==> src/rtl/dma_burst_mover.sv <==
module dma_burst_mover #(
  parameter int ADDR_W      = 32,
  parameter int LEN_W       = 8,
  parameter int CHUNK_WORDS = 4
) (
  input  logic              clk,
  input  logic              rst_n,
  input  logic              cmd_valid,
  input  logic [LEN_W-1:0]  cmd_len,
  input  logic [ADDR_W-1:0] cmd_addr,
  input  logic              cmd_chunked,
  input  logic              bus_grant,
  input  logic              mem_ready,
  input  logic              irq_clear,
  output logic              bus_req,
  output logic              mem_wr,
  output logic [ADDR_W-1:0] mem_addr,
  output logic              dev_req,
  output logic [LEN_W-1:0]  dev_offset,
  output logic              busy,
  output logic              irq_done
);
  localparam int SH = $clog2(CHUNK_WORDS);

  typedef enum logic [2:0] {S_IDLE, S_REQ, S_XFER, S_REL, S_DONE} state_t;

  state_t            st;
  logic [ADDR_W-1:0] base_q;
  logic [LEN_W-1:0]  last_q;
  logic [LEN_W-1:0]  idx_q;
  logic              chunked_q;
  logic              irq_q;

  logic [LEN_W:0]    nch;
  logic              owning;
  logic              beat_done;
  logic [LEN_W-1:0]  off_w;

  assign nch       = ({1'b0, cmd_len} + (LEN_W+1)'(CHUNK_WORDS-1)) >> SH;
  assign owning    = (st == S_XFER) && bus_grant;
  assign beat_done = owning && mem_ready;
  assign off_w     = idx_q << SH;

  assign bus_req    = (st == S_REQ) || (st == S_XFER);
  assign mem_wr     = owning;
  assign dev_req    = owning;
  assign dev_offset = owning ? off_w : '0;
  assign mem_addr   = owning ? base_q + ADDR_W'(off_w) : '0;
  assign busy       = (st != S_IDLE);
  assign irq_done   = irq_q;

  always_ff @(posedge clk) begin
    if (!rst_n) begin
      st        <= S_IDLE;
      base_q    <= '0;
      last_q    <= '0;
      idx_q     <= '0;
      chunked_q <= 1'b0;
    end else begin
      case (st)
        S_IDLE:
          if (cmd_valid) begin
            base_q    <= cmd_addr;
            chunked_q <= cmd_chunked;
            idx_q     <= '0;
            last_q    <= nch[LEN_W-1:0] - LEN_W'(1);
            st        <= (nch == '0) ? S_DONE : S_REQ;
          end
        S_REQ:
          if (bus_grant) st <= S_XFER;
        S_XFER:
          if (beat_done) begin
            if (idx_q == last_q) st <= S_DONE;
            else begin
              idx_q <= idx_q + LEN_W'(1);
              if (chunked_q) st <= S_REL;
            end
          end
        S_REL:
          if (!bus_grant) st <= S_REQ;
        S_DONE:
          if (!bus_grant) st <= S_IDLE;
        default: st <= S_IDLE;
      endcase
    end
  end

  always_ff @(posedge clk) begin
    if (!rst_n) irq_q <= 1'b0;
    else if (st == S_DONE && !bus_grant) irq_q <= 1'b1;
    else if (irq_clear) irq_q <= 1'b0;
  end


  bus_owner_chk: assert property (@(posedge clk) disable iff (!rst_n)
    (mem_wr || dev_req) |-> (bus_req && bus_grant));


  req_before_write_chk: assert property (@(posedge clk) disable iff (!rst_n)
    $rose(bus_req) |-> !mem_wr);


  hold_until_ready_chk: assert property (@(posedge clk) disable iff (!rst_n)
    (mem_wr && !mem_ready) |=> (!bus_grant || (mem_wr && $stable(mem_addr))));


  irq_after_release_chk: assert property (@(posedge clk) disable iff (!rst_n)
    $rose(irq_done) |-> !bus_req);


  irq_hold_chk: assert property (@(posedge clk) disable iff (!rst_n)
    (irq_done && !irq_clear) |=> irq_done);


  busy_ignore_chk: assert property (@(posedge clk) disable iff (!rst_n)
    (busy && cmd_valid) |=> $stable(base_q));


  zero_len_chk: assert property (@(posedge clk) disable iff (!rst_n)
    (cmd_valid && !busy && cmd_len == '0) |=> !bus_req);
endmodule

==> config.mk <==
export PLATFORM = sky130hd
export DESIGN_NAME = dma_burst_mover
export DESIGN_NICKNAME = d
export VERILOG_FILES = /design/src/rtl/dma_burst_mover.sv
export SDC_FILE = /design/constraint.sdc
export NUM_CORES = 1
export LEC_CHECK = 0
export BUFFER_PORTS_ARGS = -buffer_cell sky130_fd_sc_hd__buf_2
export CAP_MARGIN = 5
export CORE_UTILIZATION = 48
export CTS_BUF_LIST = sky130_fd_sc_hd__clkbuf_16
export DETAILED_ROUTE_END_ITERATION = 7
export GPL_ROUTABILITY_DRIVEN = 0
export PLACE_DENSITY_LB_ADDON = 0.1
export SLEW_MARGIN = 20
export SYNTH_ARGS = -nofsm -noshare
export SYNTH_HDL_FRONTEND = slang
export SYNTH_SLANG_ARGS = --single-unit
==> constraint.sdc <==
create_clock -name clk -period 1.8 [get_ports clk]
set_input_delay 0.09 -clock clk [delete_from_list [all_inputs] [get_ports clk]]
set_output_delay 0.09 -clock clk [all_outputs]
set_load 0.005 [all_outputs]
==> results of run 1 <==
power by group:
group	internal, uW	switching (uW)	total (uW)
registers	1260	77.8	1340
clock network	507	443	950
logic	333	411	744
cell families after synthesis:
kind of cell,Yosys count,share of synthesized area
AND/OR/NAND/NOR,216,0.310
AO/OA/AOI/OAI,104,0.212
flip-flops,53,0.308
other,1,0.00109
buffers and inverters,36,0.0479
multiplexers,3,0.00871
XOR/XNOR,29,0.0737
adder cells (fa/ha/maj),10,0.0385
flip-flops by register name, summed over array words and instances (netlist names):
| name | flops |
|---|---|
| base_q | 32 |
| chunked_q | 1 |
| idx_q | 8 |
| irq_done | 1 |
| last_q | 8 |
| st | 3 |
through the flow:
stage	setup TNS, ns	worst slack [ns]	hold WS, ns	total power [uW]
final	-9.96	-0.605	0.0363	3040
after global routing	-11.90	-0.639	0.0449	3170
after CTS	-8.15	-0.446	0.0377	2980
after detailed placement	-2.81	-0.290	0.349	2030
after global placement	-2.02	-0.212	0.340	2010
after floorplan	0	0.0000124	0.235	1760
critical path: stages (launching register included):
cell and delay, ns:
dfxtp_2 0.34, ha_4 0.30, and4_4 0.26, a21oi_4 0.09
a21o_4 0.25, or4_1 0.41, a21oi_1 0.23, buf_2 0.16
layout make-up:
type | instances | area [um2] | share of cell area
repair buffers | 154 | 983 | 0.201
multi-input cells | 366 | 2540 | 0.519
well taps | 96 | 120 | 0.0245
clock inverters | 3 | 15.0 | 0.00307
inverters | 9 | 33.8 | 0.00690
flip-flops and latches | 53 | 1080 | 0.220
clock buffers | 5 | 125 | 0.0255
how the worst min path moves through the flow:
stage	start	endpoint	slack, ns	cells after the start
floorplan	cmd_addr[0]	base_q[0]$_SDFFE_PN0P_	0.23	2
global placement	cmd_addr[26]	base_q[26]$_SDFFE_PN0P_	0.34	3
detailed placement	cmd_addr[21]	base_q[21]$_SDFFE_PN0P_	0.35	3
CTS	cmd_addr[21]	base_q[21]$_SDFFE_PN0P_	0.04	3
global route	cmd_addr[6]	base_q[6]$_SDFFE_PN0P_	0.04	3
finish	cmd_addr[20]	base_q[20]$_SDFFE_PN0P_	0.04	3
cell usage after synthesis, drive strengths merged, types with 4 or more instances:
master / count / area, um2
a21boi: 38 / 289
a21oi: 24 / 120
and2: 13 / 81.3
and3: 5 / 31.3
buf: 13 / 78.8
clkbuf: 14 / 52.6
dfxtp: 53 / 1060
ha: 9 / 113
inv: 9 / 33.8
nand2: 97 / 369
nand3: 21 / 110
nand4: 14 / 87.6
nor2: 29 / 111
nor3: 4 / 25.0
o211a: 4 / 40.0
o211ai: 5 / 42.5
o21a: 4 / 30.0
o21ai: 15 / 75.1
or3: 12 / 75.1
or4: 5 / 37.5
xnor2: 15 / 131
xor2: 14 / 123
layout by cell type, fill, tap and decap left out, types with 14 or more instances in the layout:
| master | instances |
|---|---|
| a21boi_0 | 34 |
| buf_2 | 89 |
| buf_4 | 54 |
| dfxtp_1 | 39 |
| dfxtp_2 | 14 |
| nand2_1 | 94 |
| nand3_1 | 15 |
| nand4_1 | 14 |
| nor2_1 | 27 |
| xnor2_1 | 14 |
| xor2_1 | 14 |
layer usage:
metal	wire, um	vias to the layer above	GRT usage
met2	5010	132	0.460
met5	0	-	0
met3	506	17	0.0267
met4	166	0	0.0606
met1	4650	1768	0.346
li1	-	1852	-
what timing repair did:
action	4_1_cts	5_1_grt
buffers inserted	7	10
endpoints found under the setup margin	26	45
resized for setup	38	32
gates cloned	1	1
pin swaps	33	27
==> flow_metrics.py, run 1 <==
metrics = {
    "routing": {
        "routedWlPerCell_um": 15.1,
        "wl_um": 10300,
        "drc": 0,
        "drt_iter0_drc": 239,
        "drtAntennaViolNets": 0,
        "dr.pass1.iters": 5,
        "vias": 3769,
        "via_per_inst": 5.49,
    },
    "status": {
        "violations": "setup timing",
        "status": "complete, but fails checks",
    },
    "timing": {
        "finalWorstSetupSlack_ns": -0.605,
        "fin_skew_ns": 0.00537,
        "fin_crit_sh": 1.34,
        "fmax_mhz": 416,
        "min_period_ns": 2.40,
        "slew_headroom": 0.616,
        "rsz0062_at_grt": "true",
        "hold_viol_final": 0,
        "drv_slew": 0,
        "setup_viol": 27,
        "worstMarginPinSlew_ns": 0.571,
    },
    "logic_synthesis": {
        "synth-main-ff-cell": "dfxtp_1",
        "yosysSeqAreaShare": 0.308,
        "yosys_warnings": 0,
        "avgSynthCellArea_um2": 7.62,
        "async_flop_share": 0,
        "synth_cell_types": 57,
        "synth-seq-cells": 53,
        "synth_edf_count": 0,
        "synth_area_um2": 3450,
        "postSynthCellCount": 452,
    },
    "worst_setup_path": {
        "reg2reg_to": "idx_q[4]$_SDFFE_PN0P_",
        "startpoint_type": "flop",
        "reg2reg_slack_ns": 0.03,
        "end_kind": "output port",
        "worstPathMaxFanout": 7,
        "worstPathArrival_ns": 2.31,
        "reg2reg_depth": 8,
        "critical_path_required_ns": 1.71,
        "worst-setup-path-type": "flop to output port",
        "endpoint": "mem_addr[23]",
        "critPathLaunch": "idx_q[4]$_SDFFE_PN0P_",
        "timing.rr.start": "idx_q[1]$_SDFFE_PN0P_",
    },
    "placed_design": {
        "dpl_cell_area_um2": 4350,
        "place_inst": 659,
        "io_buffers": 89,
        "dp_hpwl_um": 6870,
    },
    "final_layout": {
        "fillCellCount": 579,
        "final_util": 0.713,
        "drive_gt1_frac": 0.390,
        "syn_to_final_growth_pct": 42.1,
        "final_cells": 686,
        "finalNetCount": 646,
        "postLayoutCellArea_um2": 4900,
        "antenna_cells": 0,
    },
    "pwr": {
        "p_leak_uw": 0.00206,
        "pwr_density_cell_nw_per_um2": 620,
        "ir_drop_v": 0.000385,
    },
    "global_route": {
        "grt_pass1_vias": 3364,
        "antenna_found_initial": 0,
        "grt_pass1_wl_um": 15700,
        "grt_max_degree": 46,
        "grt_util_all_layers": 0.262,
        "overflow": 0,
    },
    "die": {
        "core_area_um2": 6870,
        "io_pins": 92,
        "rows": 30,
        "die-area_um2": 7520,
        "fp.dieW_um": 86.7,
        "initial_utilization": 0.502,
        "die_h_um": 86.7,
    },
    "clock_tree": {
        "cts_inserted_buffers": 5,
        "cts_root_buf": "clkbuf_16",
        "clock-sinks": 53,
        "clock_latency_ns": 0.29,
        "postCtsHoldBufs": 0,
        "htreeDepth": 2,
        "clk_pin_slew_worst_paths_ns": 0.07,
        "cts_tree": "yes",
        "cts_max_path_buffers": 2,
    },
    "min_path": {
        "hp-class": "input port to flop",
    },
    "flow_run": {
        "cap_violations": 0,
    },
}
(Power assumes the default switching activity.)
==> run 2: changes to the inputs <==
--- a/config.mk
+++ b/config.mk
@@ -8,5 +8,5 @@
 export BUFFER_PORTS_ARGS = -buffer_cell sky130_fd_sc_hd__buf_2
 export CAP_MARGIN = 5
-export CORE_UTILIZATION = 48
+export CORE_UTILIZATION = 30
 export CTS_BUF_LIST = sky130_fd_sc_hd__clkbuf_16
 export DETAILED_ROUTE_END_ITERATION = 7
==> constraint.sdc (replaced) <==
create_clock -name clk -period 1.8 [get_ports clk]
set_input_delay 0.54 -clock clk [delete_from_list [all_inputs] [get_ports clk]]
set_output_delay 0.54 -clock clk [all_outputs]
set_load 0.005 [all_outputs]
==> flow_metrics.py, run 2 (synthesis gave the netlist of run 1 again) <==
metrics = {
    "flow_run": {
        "cap_violations": 0,
    },
    "final_layout": {
        "antenna_cells": 0,
        "regArea_um2": 1080,
        "syn_to_final_growth_pct": 60.7,
        "layout_commonest_cell": "nand2_1",
        "drive_gt1_frac": 0.477,
        "top_register": "base_q",
        "finalNetCount": 684,
        "top_regs": "base_q x32, idx_q x8, last_q x8",
        "mostFrequentLayoutCells": "nand2_1, buf_4, buf_2, dfxtp_1, buf_6",
        "final_cells": 767,
        "postLayoutCellArea_um2": 5540,
        "fillCellCount": 1106,
        "largest_reg_flops": 32,
        "multi_input_area_um2": 2690,
    },
    "clock_tree": {
        "htreeDepth": 2,
        "clock-sinks": 53,
        "cts_inserted_buffers": 5,
        "clock_latency_ns": 0.30,
        "cts_max_path_buffers": 2,
        "cts_root_buf": "clkbuf_16",
        "clk_pin_slew_worst_paths_ns": 0.08,
        "postCtsHoldBufs": 0,
        "cts_tree": "yes",
    },
    "global_route": {
        "antenna_found_initial": 0,
        "grt_pass1_wl_um": 17300,
        "grt_max_degree": 29,
        "grt_util_all_layers": 0.188,
        "grt_pass1_vias": 3460,
        "overflow": 0,
    },
    "routing": {
        "drt_iter0_drc": 133,
        "drtAntennaViolNets": 0,
        "drc": 0,
        "vias": 3759,
        "dr.pass1.iters": 4,
        "routedWlPerCell_um": 14.1,
        "wl_um": 10800,
        "via_per_inst": 4.90,
    },
    "timing": {
        "slew_headroom": 0.659,
        "fmax_mhz": 373,
        "min_period_ns": 2.68,
        "finalWorstSetupSlack_ns": -0.884,
        "worstMarginPinSlew_ns": 0.509,
        "setup_viol": 40,
        "fin_crit_sh": 1.49,
        "drv_slew": 0,
        "rsz0062_at_grt": "true",
        "setup_tns_ns": -23.39,
        "fin_skew_ns": 0.00557,
        "hold_viol_final": 0,
    },
    "status": {
        "status": "complete, but fails checks",
        "violations": "setup timing",
    },
    "worst_setup_path": {
        "end_kind": "output port",
        "cpPeakStageDelay_ns": 0.36,
        "worstPathMaxFanout": 3,
        "worstPathCellList": "ha_4 > fa_2 > a21oi_4 > buf_6 > o21ai_2 > a21oi_2 > o21ai_1 > a21oi_1 > buf_2",
        "critPathSlowestCell": "dfxtp_4",
        "startpoint_type": "flop",
        "critical_path_required_ns": 1.26,
        "worstPathArrival_ns": 2.14,
        "worst-setup-path-type": "flop to output port",
    },
    "die": {
        "initial_utilization": 0.312,
        "die_h_um": 109,
        "rows": 38,
        "io_pins": 92,
        "fp.dieW_um": 109,
        "core_area_um2": 11000,
        "die-area_um2": 11900,
    },
    "placed_design": {
        "dpl_cell_area_um2": 4690,
        "io_buffers": 89,
        "place_inst": 734,
        "dp_hpwl_um": 7790,
        "pre_cts_ws_ns": -0.680,
    },
    "pwr": {
        "finalPower_uw": 3310,
        "pwr_density_cell_nw_per_um2": 598,
        "p_leak_uw": 0.00231,
        "ir_drop_v": 0.000375,
    },
    "min_path": {
        "hp-class": "flop to flop",
    },
}
[run 2: power by group]
group	total (uW)	switching (uW)	internal, uW
registers	1330	68.0	1260
clock network	1070	468	599
logic	915	467	448
[run 2: area by class of cell]
| type | count | share of cell area |
|---|---|---|
| inverters | 9 | 0.00745 |
| repair buffers | 192 | 0.250 |
| well taps | 140 | 0.0316 |
| multi-input cells | 366 | 0.486 |
| clock buffers | 6 | 0.0271 |
| clock inverters | 1 | 0.00158 |
| flip-flops and latches | 53 | 0.196 |
[run 2: per-layer routing]
layer / track usage / vias to the layer above / routed length [um]
li1: - / 1940 / -
met1: 0.261 / 1731 / 5130
met2: 0.307 / 81 / 5120
met3: 0.0275 / 7 / 472
met4: 0.0400 / 0 / 86
met5: 0 / - / 0
[run 2: through the flow]
stage / utilization / hold WS, ns
6_report: 0.502 / 0.469
5_1_grt: 0.502 / 0.483
4_1_cts: 0.476 / 0.470
3_5_place_dp: 0.425 / 0.457
3_3_place_gp: 0.425 / 0.446
2_1_floorplan: - / 0.439
[run 2: repair_timing]
action | CTS | global route
pin swaps | 45 | 45
setup endpoints to repair | 44 | 73
cloned | 3 | 0
resized for setup | 69 | 59
setup buffers | 18 | 13
[run 2: critical path: cells and delay by family (launching register included)]
family	cells	cell delay (ns)
compound gates	5	0.70
fa+ha+maj	2	0.52
buf+inv	2	0.27
flops	1	0.36
[run 2: path summary, 6_finish.rpt]
kind,from,end,slack [ns],depth (start not counted)
min reg2reg,base_q[1]$_SDFFE_PN0P_,base_q[1]$_SDFFE_PN0P_,0.47,2
min,base_q[1]$_SDFFE_PN0P_,base_q[1]$_SDFFE_PN0P_,0.47,2
max reg2reg,idx_q[2]$_SDFFE_PN0P_,idx_q[4]$_SDFFE_PN0P_,0.06,8
max,idx_q[0]$_SDFFE_PN0P_,mem_addr[10],-0.88,9
